--- src/rtl/swd_host_pkg.sv ---
package swd_host_pkg;

    localparam int DATA_W      = 32;
    localparam int CNT_W       = 6;
    localparam int REQ_LEN     = 8;
    localparam int ACK_LEN     = 3;
    localparam int DPHASE_LEN  = DATA_W + 1;
    localparam int LRST_LEN    = 50;
    localparam int JSW_LEN     = 16;
    localparam logic [JSW_LEN-1:0] JSW_PATTERN = 16'hE79E;

    localparam logic [2:0] ACK_OK    = 3'b001;
    localparam logic [2:0] ACK_WAIT  = 3'b010;
    localparam logic [2:0] ACK_FAULT = 3'b100;

    localparam logic [1:0] OP_LRST = 2'd1;
    localparam logic [1:0] OP_JSW  = 2'd2;

    typedef enum logic [3:0] {
        ST_IDLE,
        ST_REQ,
        ST_TRN1,
        ST_ACK,
        ST_TRN2,
        ST_WDATA,
        ST_RDATA,
        ST_TRN3,
        ST_LRST,
        ST_JSW
    } seq_state_e;

    typedef struct packed {
        logic       ap;
        logic       rd;
        logic [1:0] addr;
    } swd_req_t;

    function automatic logic req_parity(input swd_req_t r);
        return r.ap ^ r.rd ^ r.addr[0] ^ r.addr[1];
    endfunction

    function automatic logic req_bit(input swd_req_t r, input logic [2:0] idx);
        logic b;
        case (idx)
            3'd0:    b = 1'b1;
            3'd1:    b = r.ap;
            3'd2:    b = r.rd;
            3'd3:    b = r.addr[0];
            3'd4:    b = r.addr[1];
            3'd5:    b = req_parity(r);
            3'd6:    b = 1'b0;
            default: b = 1'b1;
        endcase
        return b;
    endfunction

    function automatic logic [CNT_W-1:0] phase_len(input seq_state_e s);
        logic [CNT_W-1:0] n;
        case (s)
            ST_REQ:             n = CNT_W'(REQ_LEN);
            ST_ACK:             n = CNT_W'(ACK_LEN);
            ST_WDATA, ST_RDATA: n = CNT_W'(DPHASE_LEN);
            ST_LRST:            n = CNT_W'(LRST_LEN);
            ST_JSW:             n = CNT_W'(JSW_LEN);
            default:            n = CNT_W'(1);
        endcase
        return n;
    endfunction

    function automatic logic is_id_read(input swd_req_t r);
        return !r.ap && r.rd && (r.addr == 2'b00);
    endfunction

endpackage

--- src/rtl/swd_clk_gen.sv ---
module swd_clk_gen #(
    parameter int DIV_W = 8
) (
    input  logic             clk,
    input  logic             rst,
    input  logic             run,
    input  logic [DIV_W-1:0] half_div,
    output logic             swclk,
    output logic             rise,
    output logic             fall
);
    logic [DIV_W-1:0] cnt;
    logic [DIV_W-1:0] limit;
    logic             tick;

    assign limit = (half_div == '0) ? DIV_W'(1) : half_div;
    assign tick  = (cnt == limit - DIV_W'(1));
    assign rise  = run && tick && !swclk;
    assign fall  = run && tick && swclk;

    always_ff @(posedge clk) begin
        if (rst || !run) begin
            cnt   <= '0;
            swclk <= 1'b0;
        end else if (tick) begin
            cnt   <= '0;
            swclk <= !swclk;
        end else begin
            cnt   <= cnt + DIV_W'(1);
        end
    end

    AST_CLK_PARKED_LOW: assert property (@(posedge clk) disable iff (rst)
        !run |=> !swclk);

endmodule

--- src/rtl/swd_bit_seq.sv ---
module swd_bit_seq
    import swd_host_pkg::*;
(
    input  logic              clk,
    input  logic              rst,
    input  logic              start,
    input  logic [1:0]        op,
    input  swd_req_t          req,
    input  logic [DATA_W-1:0] wdata,
    input  logic              rise,
    input  logic              fall,
    input  logic              din,
    output logic              busy,
    output logic              done,
    output logic [DATA_W-1:0] rdata,
    output logic [2:0]        ack,
    output logic              par_err,
    output logic              dout,
    output logic              dout_en
);
    seq_state_e        state;
    logic [CNT_W-1:0]  bitcnt;
    swd_req_t          req_q;
    logic [DATA_W-1:0] wdata_q;
    logic              need_id;
    logic              last_bit;
    logic              ack_ok;
    logic              is_xfer;

    assign busy     = (state != ST_IDLE);
    assign last_bit = (bitcnt == phase_len(state) - CNT_W'(1));
    assign ack_ok   = (ack == ACK_OK);
    assign is_xfer  = (op != OP_LRST) && (op != OP_JSW);

    always_ff @(posedge clk) begin
        if (rst) begin
            state   <= ST_IDLE;
            bitcnt  <= '0;
            req_q   <= '0;
            wdata_q <= '0;
            need_id <= 1'b1;
            done    <= 1'b0;
            rdata   <= '0;
            ack     <= '0;
            par_err <= 1'b0;
        end else begin
            done <= 1'b0;
            if (state == ST_IDLE) begin
                if (start) begin
                    bitcnt  <= '0;
                    ack     <= '0;
                    par_err <= 1'b0;
                    if (op == OP_LRST) begin
                        state   <= ST_LRST;
                        need_id <= 1'b1;
                    end else if (op == OP_JSW) begin
                        state <= ST_JSW;
                    end else if (need_id && !is_id_read(req)) begin
                        done <= 1'b1;
                    end else begin
                        state   <= ST_REQ;
                        need_id <= 1'b0;
                        req_q   <= req;
                        wdata_q <= wdata;
                    end
                end
            end else begin
                if (rise) begin
                    if (state == ST_ACK) begin
                        ack <= {din, ack[2:1]};
                    end else if (state == ST_RDATA) begin
                        if (bitcnt < CNT_W'(DATA_W))
                            rdata <= {din, rdata[DATA_W-1:1]};
                        else
                            par_err <= din ^ (^rdata);
                    end
                end
                if (fall) begin
                    if (!last_bit) begin
                        bitcnt <= bitcnt + CNT_W'(1);
                    end else begin
                        bitcnt <= '0;
                        case (state)
                            ST_REQ:   state <= ST_TRN1;
                            ST_TRN1:  state <= ST_ACK;
                            ST_ACK:   state <= (ack_ok && req_q.rd) ? ST_RDATA : ST_TRN2;
                            ST_TRN2: begin
                                if (ack_ok && !req_q.rd) begin
                                    state <= ST_WDATA;
                                end else begin
                                    state <= ST_IDLE;
                                    done  <= 1'b1;
                                end
                            end
                            ST_RDATA: state <= ST_TRN3;
                            default: begin
                                state <= ST_IDLE;
                                done  <= 1'b1;
                            end
                        endcase
                    end
                end
            end
        end
    end

    always_comb begin
        dout    = 1'b0;
        dout_en = 1'b0;
        case (state)
            ST_REQ: begin
                dout_en = 1'b1;
                dout    = req_bit(req_q, bitcnt[2:0]);
            end
            ST_WDATA: begin
                dout_en = 1'b1;
                dout    = (bitcnt < CNT_W'(DATA_W)) ? wdata_q[bitcnt[4:0]] : ^wdata_q;
            end
            ST_LRST: begin
                dout_en = 1'b1;
                dout    = 1'b1;
            end
            ST_JSW: begin
                dout_en = 1'b1;
                dout    = JSW_PATTERN[bitcnt[3:0]];
            end
            default: begin
                dout    = 1'b0;
                dout_en = 1'b0;
            end
        endcase
    end

    AST_GUARD_REFUSES: assert property (@(posedge clk) disable iff (rst)
        (start && !busy && need_id && is_xfer && !is_id_read(req))
        |=> (done && !busy && ack == 3'b000));

    AST_DONE_PULSE: assert property (@(posedge clk) disable iff (rst)
        done |=> !done);

    AST_NO_PARERR_ON_WRITE: assert property (@(posedge clk) disable iff (rst)
        (state == ST_WDATA) |-> !par_err);

    AST_NONOK_NO_DATA: assert property (@(posedge clk) disable iff (rst)
        (busy && !ack_ok && state == ST_TRN2 && fall) |=> !busy);

endmodule

--- src/rtl/swd_host_engine.sv ---
module swd_host_engine
    import swd_host_pkg::*;
#(
    parameter int DIV_W = 8
) (
    input  logic              clk,
    input  logic              rst,
    input  logic [DIV_W-1:0]  clk_div,
    input  logic              cmd_start,
    input  logic [1:0]        cmd_op,
    input  logic              req_ap,
    input  logic              req_rnw,
    input  logic [1:0]        req_addr,
    input  logic [DATA_W-1:0] wr_data,
    input  logic              swdio_i,
    output logic              busy,
    output logic              done,
    output logic [DATA_W-1:0] rd_data,
    output logic [2:0]        ack_code,
    output logic              par_err,
    output logic              swclk,
    output logic              swdio_o,
    output logic              swdio_oe
);
    logic     rise_ev;
    logic     fall_ev;
    swd_req_t req_in;

    assign req_in = '{ap: req_ap, rd: req_rnw, addr: req_addr};

    swd_clk_gen #(.DIV_W(DIV_W)) u_clk (
        .clk      (clk),
        .rst      (rst),
        .run      (busy),
        .half_div (clk_div),
        .swclk    (swclk),
        .rise     (rise_ev),
        .fall     (fall_ev)
    );

    swd_bit_seq u_seq (
        .clk     (clk),
        .rst     (rst),
        .start   (cmd_start),
        .op      (cmd_op),
        .req     (req_in),
        .wdata   (wr_data),
        .rise    (rise_ev),
        .fall    (fall_ev),
        .din     (swdio_i),
        .busy    (busy),
        .done    (done),
        .rdata   (rd_data),
        .ack     (ack_code),
        .par_err (par_err),
        .dout    (swdio_o),
        .dout_en (swdio_oe)
    );

    AST_DIO_CHANGE_ON_FALL: assert property (@(posedge clk) disable iff (rst)
        (swclk && $past(swclk)) |-> ($stable(swdio_o) && $stable(swdio_oe)));

    AST_IDLE_RELEASED: assert property (@(posedge clk) disable iff (rst)
        !busy |-> (!swdio_oe && !swclk));

endmodule

--- config.mk ---
export PLATFORM = sky130hd
export DESIGN_NAME = swd_host_engine
export DESIGN_NICKNAME = d
export VERILOG_FILES = /design/src/rtl/swd_host_pkg.sv /design/src/rtl/swd_clk_gen.sv /design/src/rtl/swd_bit_seq.sv /design/src/rtl/swd_host_engine.sv
export SDC_FILE = /design/constraint.sdc
export NUM_CORES = 1
export LEC_CHECK = 0
export BUFFER_PORTS_ARGS = -buffer_cell sky130_fd_sc_hd__buf_2
export CAP_MARGIN = 20
export CORE_MARGIN = 2
export CORE_UTILIZATION = 50
export DETAILED_ROUTE_END_ITERATION = 8
export PLACE_DENSITY_LB_ADDON = 0.1
export SLEW_MARGIN = 20
export SYNTH_ARGS = -nofsm -noshare
export SYNTH_HDL_FRONTEND = slang
export SYNTH_SLANG_ARGS = --single-unit
--- constraint.sdc ---
create_clock -name clk -period 8.1 [get_ports clk]
set_clock_uncertainty 0.1 [all_clocks]
set_input_delay 1.215 -clock clk [delete_from_list [all_inputs] [get_ports clk]]
set_output_delay 1.215 -clock clk [all_outputs]
set_load 0.005 [all_outputs]
==> results of run 1 <==
## registers in the layout, summed over array words and instances (netlist names), named ones only
name	count
u_clk.cnt	8
u_seq.state	4
u_clk.swclk	1
u_seq.bitcnt	6
u_seq.par_err	1
u_seq.need_id	1
u_seq.rdata	32
u_seq.wdata_q	32
u_seq.ack	3
u_seq.req_q	4
u_seq.done	1
## area by class of cell
class / instances / area [um2]
clock buffers: 11 / 141.4
clock inverters: 4 / 23.77
fillers: 975 / 4304
inverters: 19 / 71.32
multi-input cells: 484 / 3112
flip-flops and latches: 94 / 1882
well taps: 136 / 170.2
repair buffers: 94 / 480.5
## cell families (layout without fill, tap and decap cells)
kind of cell,Yosys count,count (layout),share of synthesized area [%]
AOI/OAI and AO/OA,111,111,12.33
DFF,94,94,36.21
adders and majority gates,14,14,3.371
buffers and inverters,53,128,4.069
muxes,19,19,6.092
and+or+nand+nor,249,249,22.59
xor gates and xnor gates,91,91,15.34
## worst max-delay path, stage by stage, from the launching register on
cell	delay, ps
dfxtp_1	930
mux4_2	620
mux4_2	480
mux2i_1	150
nor2_1	50
a21oi_1	150
or4b_2	140
o21ai_0	110
buf_2	160
## worst paths after layout
kind | startpoint | end | slack (ps) | depth (start not counted)
hold / removal | u_seq.req_q[1] | u_seq.req_q[1] | 360 | 2
hold reg to reg | u_seq.req_q[1] | u_seq.req_q[1] | 360 | 2
setup reg to reg | u_seq.state[0] | flip-flop | 4440 | 15
setup / recovery | u_seq.bitcnt[0] | swdio_o | 3620 | 8
## power by group through the flow
stage	clock, W	sequential, W	combinational, W
3_3_place_gp	0	0.000503	0.000154
3_5_place_dp	0	0.000503	0.000159
4_1_cts	0.000286	0.000492	0.000160
6_report	0.000277	0.000492	0.000159
2_1_floorplan	0	0.000487	0.000125
5_1_grt	0.000306	0.000495	0.000177
## routing by layer
metal  global-route usage (%)  vias to the layer above  part of all wire [%]  routed length, um
met5                        0                        -                     0                  0
met3                    3.924                       14                   3.6                416
met4                    6.203                        0                   1.4                157
met1                    27.95                     2048                    46               5316
li1                         -                     2271                     -                  -
met2                    34.79                       86                    49               5639
## Yosys cell counts (3+ instances only)
cell        n
a31oi_1     3
nand2_1   148
clkbuf_1   24
nor2b_1     3
xnor2_1    73
nor3b_1     3
and2_1      3
xor2_1     18
and3_1      5
dfxtp_1    94
or3_1       3
nand3_1    21
inv_1      19
nor4b_1     3
a211oi_1    4
buf_2       7
ha_1       14
mux2i_1     8
a21oi_1    81
o21ai_0     5
nand2b_1    6
nor2_1     26
or2_2       4
or4b_2      4
mux4_2     10
nor3_1      5
## through the flow
stage                     hold slack, ps  total power [W]  std cells  instance area, um2
after floorplan                    336.3        0.0006116        631                5196
after global placement             347.2        0.0006570        827                5715
after detailed placement           347.8        0.0006621        827                5715
after CTS                          360.2        0.0009386        842                5881
after global routing               380.5        0.0009790        842                5881
final                              357.0        0.0009281        842                5881
==> impl_metrics.csv, run 1 <==
group,metric,value,unit
timing,hold_viol,0,
clock_tree,cts_tree,"done",
critical_path,critPathCaptureType,"output pin",
synthesis,async_reset_ff_share,0,%
status,status,"completed",
drt,drcViolationCount,0,
die,num_io_pins,91,
timing,setup_viol,0,
clock_tree,post_cts_buffers,0,
critical_path,cp_max_fo,17,
drt,ant_nets,0,
synthesis,syn_nets,695,
drt,vias,4419,
min_path,hold_class,"reg -> reg",
timing,slew_headroom,31.74,%
power,vdd_drop_max,0.1123,mV
cells_and_area,final_core_util,57.74,%
synthesis,synth.avg_cell_area,8.235,um2
synthesis,synth_ff_type,"dfxtp_1",
grt,grt_max_degree,80,
synthesis,synth_edf_count,0,
synthesis,yosysWarnings,0,
clock_tree,cts_sinks,94,
die,num_rows,37,
drt,wl_per_cell,13.69,um
place,dp_hpwl,8304,um
timing,layout_setup_ws,3622,ps
timing,min_period,4478,ps
drt,dr.pass1.iters,5,
critical_path,cp-start-kind,"flip-flop",
grt,gr-usage-all-layers,20.98,%
cells_and_area,diodes,0,
drt,via_per_inst,5.248,
synthesis,yosysUniqueCellTypes,56,
cells_and_area,final_common_cell,"nand2_1",
power,p_sw,0.0002684,W
timing,finalMaxSlewViolations,0,
run,drv_cap,0,
timing,fin_setup_tns,0,ps
synthesis,synth_top_area_share,36.21,%
cells_and_area,fin_nets,766,
power,power.density,157.8,mW/mm2
power,p_int,0.0006597,W
clock_tree,clk_path_buf_depth,2,
synthesis,syn-cell-area,0.005196,mm2
power,p_clk_share,29.9,%
cells_and_area,synthToLayoutAreaGrowth,13.17,%
die,core-area,0.01018,mm2
power,comb_power_share,17.1,%
cells_and_area,drive_above_1_share,18.70,%
critical_path,path_class,"reg -> out",
synthesis,ys_top_cells_by_area,"dfxtp_1 36%, xnor2_1 12%, nand2_1 11%",
clock_tree,clock_latency,360,ps
drt,routed_wl,11530,um
place,io_buffers,90,
clock_tree,cts-resized-gates,0,
grt,grt_pass1_vias,4026,
timing,rsz0062_at_grt,"false",
timing,fin_crit_sh,55.29,%
critical_path,critPathArrivalTime,3160,ps
synthesis,ys_ff_latch,94,
critical_path,critPathRequiredTime,6780,ps
timing,max_freq,223.3,MHz
clock_tree,cts_hold_buf,0,
place,gp_congestion,0.8820,
die,start_util,51.02,%
grt,grt_pass1_wl,19150,um
cells_and_area,final_cell_mix,"148 x nand2_1, 94 x dfxtp_1, 90 x buf_2",
die,die-area,0.01122,mm2
clock_tree,cts-root-buf,"clkbuf_8",
die,die_w,105.9,um
drt,drt_iter0_markers,217,
synthesis,yosysSeqAreaShare,36.21,%
synthesis,yosysTopAreaCell,"dfxtp_1",
place,pre_cts_ws,3488,ps
clock_tree,clk_pin_slew,90,ps
die,fp.dieH,105.9,um
power,switching_share,28.92,%
grt,antenna_found_initial,0,
power,seqPwrFrac,53.0,%
timing,worstMarginPinSlew,1024,ps
clock_tree,cts_buffers,9,
power,leakage,2.245,nW
synthesis,synthCells,631,
clock_tree,cts-htree-levels,3,
grt,grt-ovfl-total,0,
No activity file was read; power rests on OpenSTA's default activity.
==> run 2: changes to the inputs <==
Clock period 8.1 ns to 4.3 ns, I/O delays scaled along.
==> impl_metrics.csv, run 2 (synthesized netlist as in run 1, its figures left out) <==
group,metric,value,unit
place,dp_hpwl,8506,um
power,power.density,312.5,mW/mm2
timing,rsz0062_at_grt,"false",
power,p_clk_share,33.6,%
timing,worstMarginPinSlew,882.7,ps
timing,fin_setup_tns,0,ps
timing,min_period,3920,ps
run,drv_cap,0,
grt,gr-usage-all-layers,21.57,%
drt,highest_layer,"met4",
clock_tree,clock_latency,370,ps
clock_tree,cts_buffers,9,
cells_and_area,reg_top3,"u_seq.rdata: 32 flops, u_seq.wdata_q: 32 flops, u_clk.cnt: 8 flops",
critical_path,critPathCaptureType,"output pin",
clock_tree,cts-resized-gates,0,
clock_tree,clk_path_buf_depth,2,
power,comb_power_share,16.3,%
place,gp_congestion,0.9151,
min_path,hold_class,"reg -> reg",
drt,via_per_inst,5.355,
critical_path,critPathArrivalTime,3180,ps
drt,dr.pass1.iters,6,
cells_and_area,synthToLayoutAreaGrowth,14.16,%
timing,finalMaxSlewViolations,0,
die,die-area,0.01122,mm2
place,io_buffers,90,
die,fp.dieH,105.9,um
power,p_int,0.001323,W
place,placed_area,0.005723,mm2
drt,routed_wl,11950,um
grt,grt_pass1_vias,4118,
cells_and_area,drive_above_1_share,19.07,%
place,pre_cts_ws,395.0,ps
power,vdd_drop_max,0.1570,mV
cells_and_area,finalNonFillerCells,844,
drt,drt_iter0_markers,212,
power,seqPwrFrac,50.0,%
place,placed_cells,828,
grt,grt_max_degree,79,
drt,wl_met3,357,um
timing,max_freq,255.1,MHz
timing,fin_crit_sh,91.17,%
die,num_io_pins,91,
cells_and_area,final_common_cell,"nand2_1",
cells_and_area,fin_area,0.005932,mm2
die,start_util,51.02,%
timing,holdWs,367.8,ps
cells_and_area,diodes,0,
cells_and_area,fillers,953,
critical_path,path_class,"reg -> out",
status,status,"completed",
grt,antenna_found_initial,0,
drt,routed-wl-met2,5866,um
critical_path,rr_worst_depth,15,
critical_path,critPathRequiredTime,3560,ps
drt,vias,4520,
clock_tree,cts_hold_buf,0,
cells_and_area,final_cell_mix,"148 x nand2_1, 94 x dfxtp_1, 90 x buf_2",
critical_path,cp-start-kind,"flip-flop",
drt,drcViolationCount,0,
clock_tree,post_cts_buffers,0,
timing,hold_viol,0,
timing,setup_viol,0,
die,core-area,0.01018,mm2
drt,met1_length,5550,um
clock_tree,cts_tree,"done",
clock_tree,clk_pin_slew,90,ps
critical_path,cp_max_fo,17,
min_path,hold_depth,2,
clock_tree,cts_sinks,94,
power,leakage,2.269,nW
timing,slew_headroom,41.07,%
drt,wl_per_cell,14.16,um
cells_and_area,fin_nets,767,
power,p_sw,0.0005310,W
drt,ant_nets,0,
grt,grt_pass1_wl,19550,um
die,die_w,105.9,um
timing,layout_setup_ws,379.7,ps
die,num_rows,37,
grt,grt-ovfl-total,0,
clock_tree,cts-htree-levels,3,
clock_tree,cts-root-buf,"clkbuf_8",
power,switching_share,28.65,%
[run 2: cell count changes in the layout (fill, tap and decap cells not counted)]
cell / before / now
bufinv_16: 0 / 1
clkinv_2: 3 / 2
clkbuf_1: 1 / 0
buf_4: 4 / 5
clkinv_4: 1 / 2
clkbuf_8: 10 / 11
[run 2: path summary, 6_finish.rpt]
path	slack, ps	startpoint	endpoint
hold reg to reg	370	u_seq.req_q[1]	u_seq.req_q[1]
hold / removal	370	u_seq.req_q[1]	u_seq.req_q[1]
setup reg to reg	630	u_seq.state[1]	flip-flop
setup / recovery	380	u_seq.bitcnt[0]	swdio_o
[run 2: layer usage]
layer	track usage, %	vias up
met5	0	-
met4	8.459	0
met3	2.207	10
met2	36.73	92
met1	28.20	2144
li1	-	2274
[run 2: cell type report]
type	count	area, um2	area share [%]
inverter	19	71.32	1.202
clock buffer	11	151.4	2.552
tap	136	170.2	2.869
clock inverter	5	57.56	0.9703
timing repair buffer	95	488.0	8.226
sequential	94	1882	31.72
multi-input combinational	484	3112	52.46
[run 2: power by group through the flow]
stage               logic [W]  registers [W]  clock network [W]
global placement     0.000291       0.000947                  0
global route         0.000335       0.000933           0.000669
detailed placement   0.000300       0.000948                  0
CTS                  0.000303       0.000928           0.000633
floorplan            0.000235       0.000917                  0
finish               0.000303       0.000927           0.000623
[run 2: per-stage QoR]
step	power, W	util (%)
floorplan	0.001152	-
global placement	0.001238	56.19
detailed placement	0.001249	56.19
CTS	0.001864	58.24
global route	0.001937	58.24
finish	0.001854	58.24
[run 2: critical path, stage by stage, from the launching register on]
cell and delay (ps):
dfxtp_1 910, mux4_2 610, mux4_2 490, mux2i_1 150, nor2_1 50, a21oi_1 170, or4b_2 150, o21ai_0 120
buf_2 160
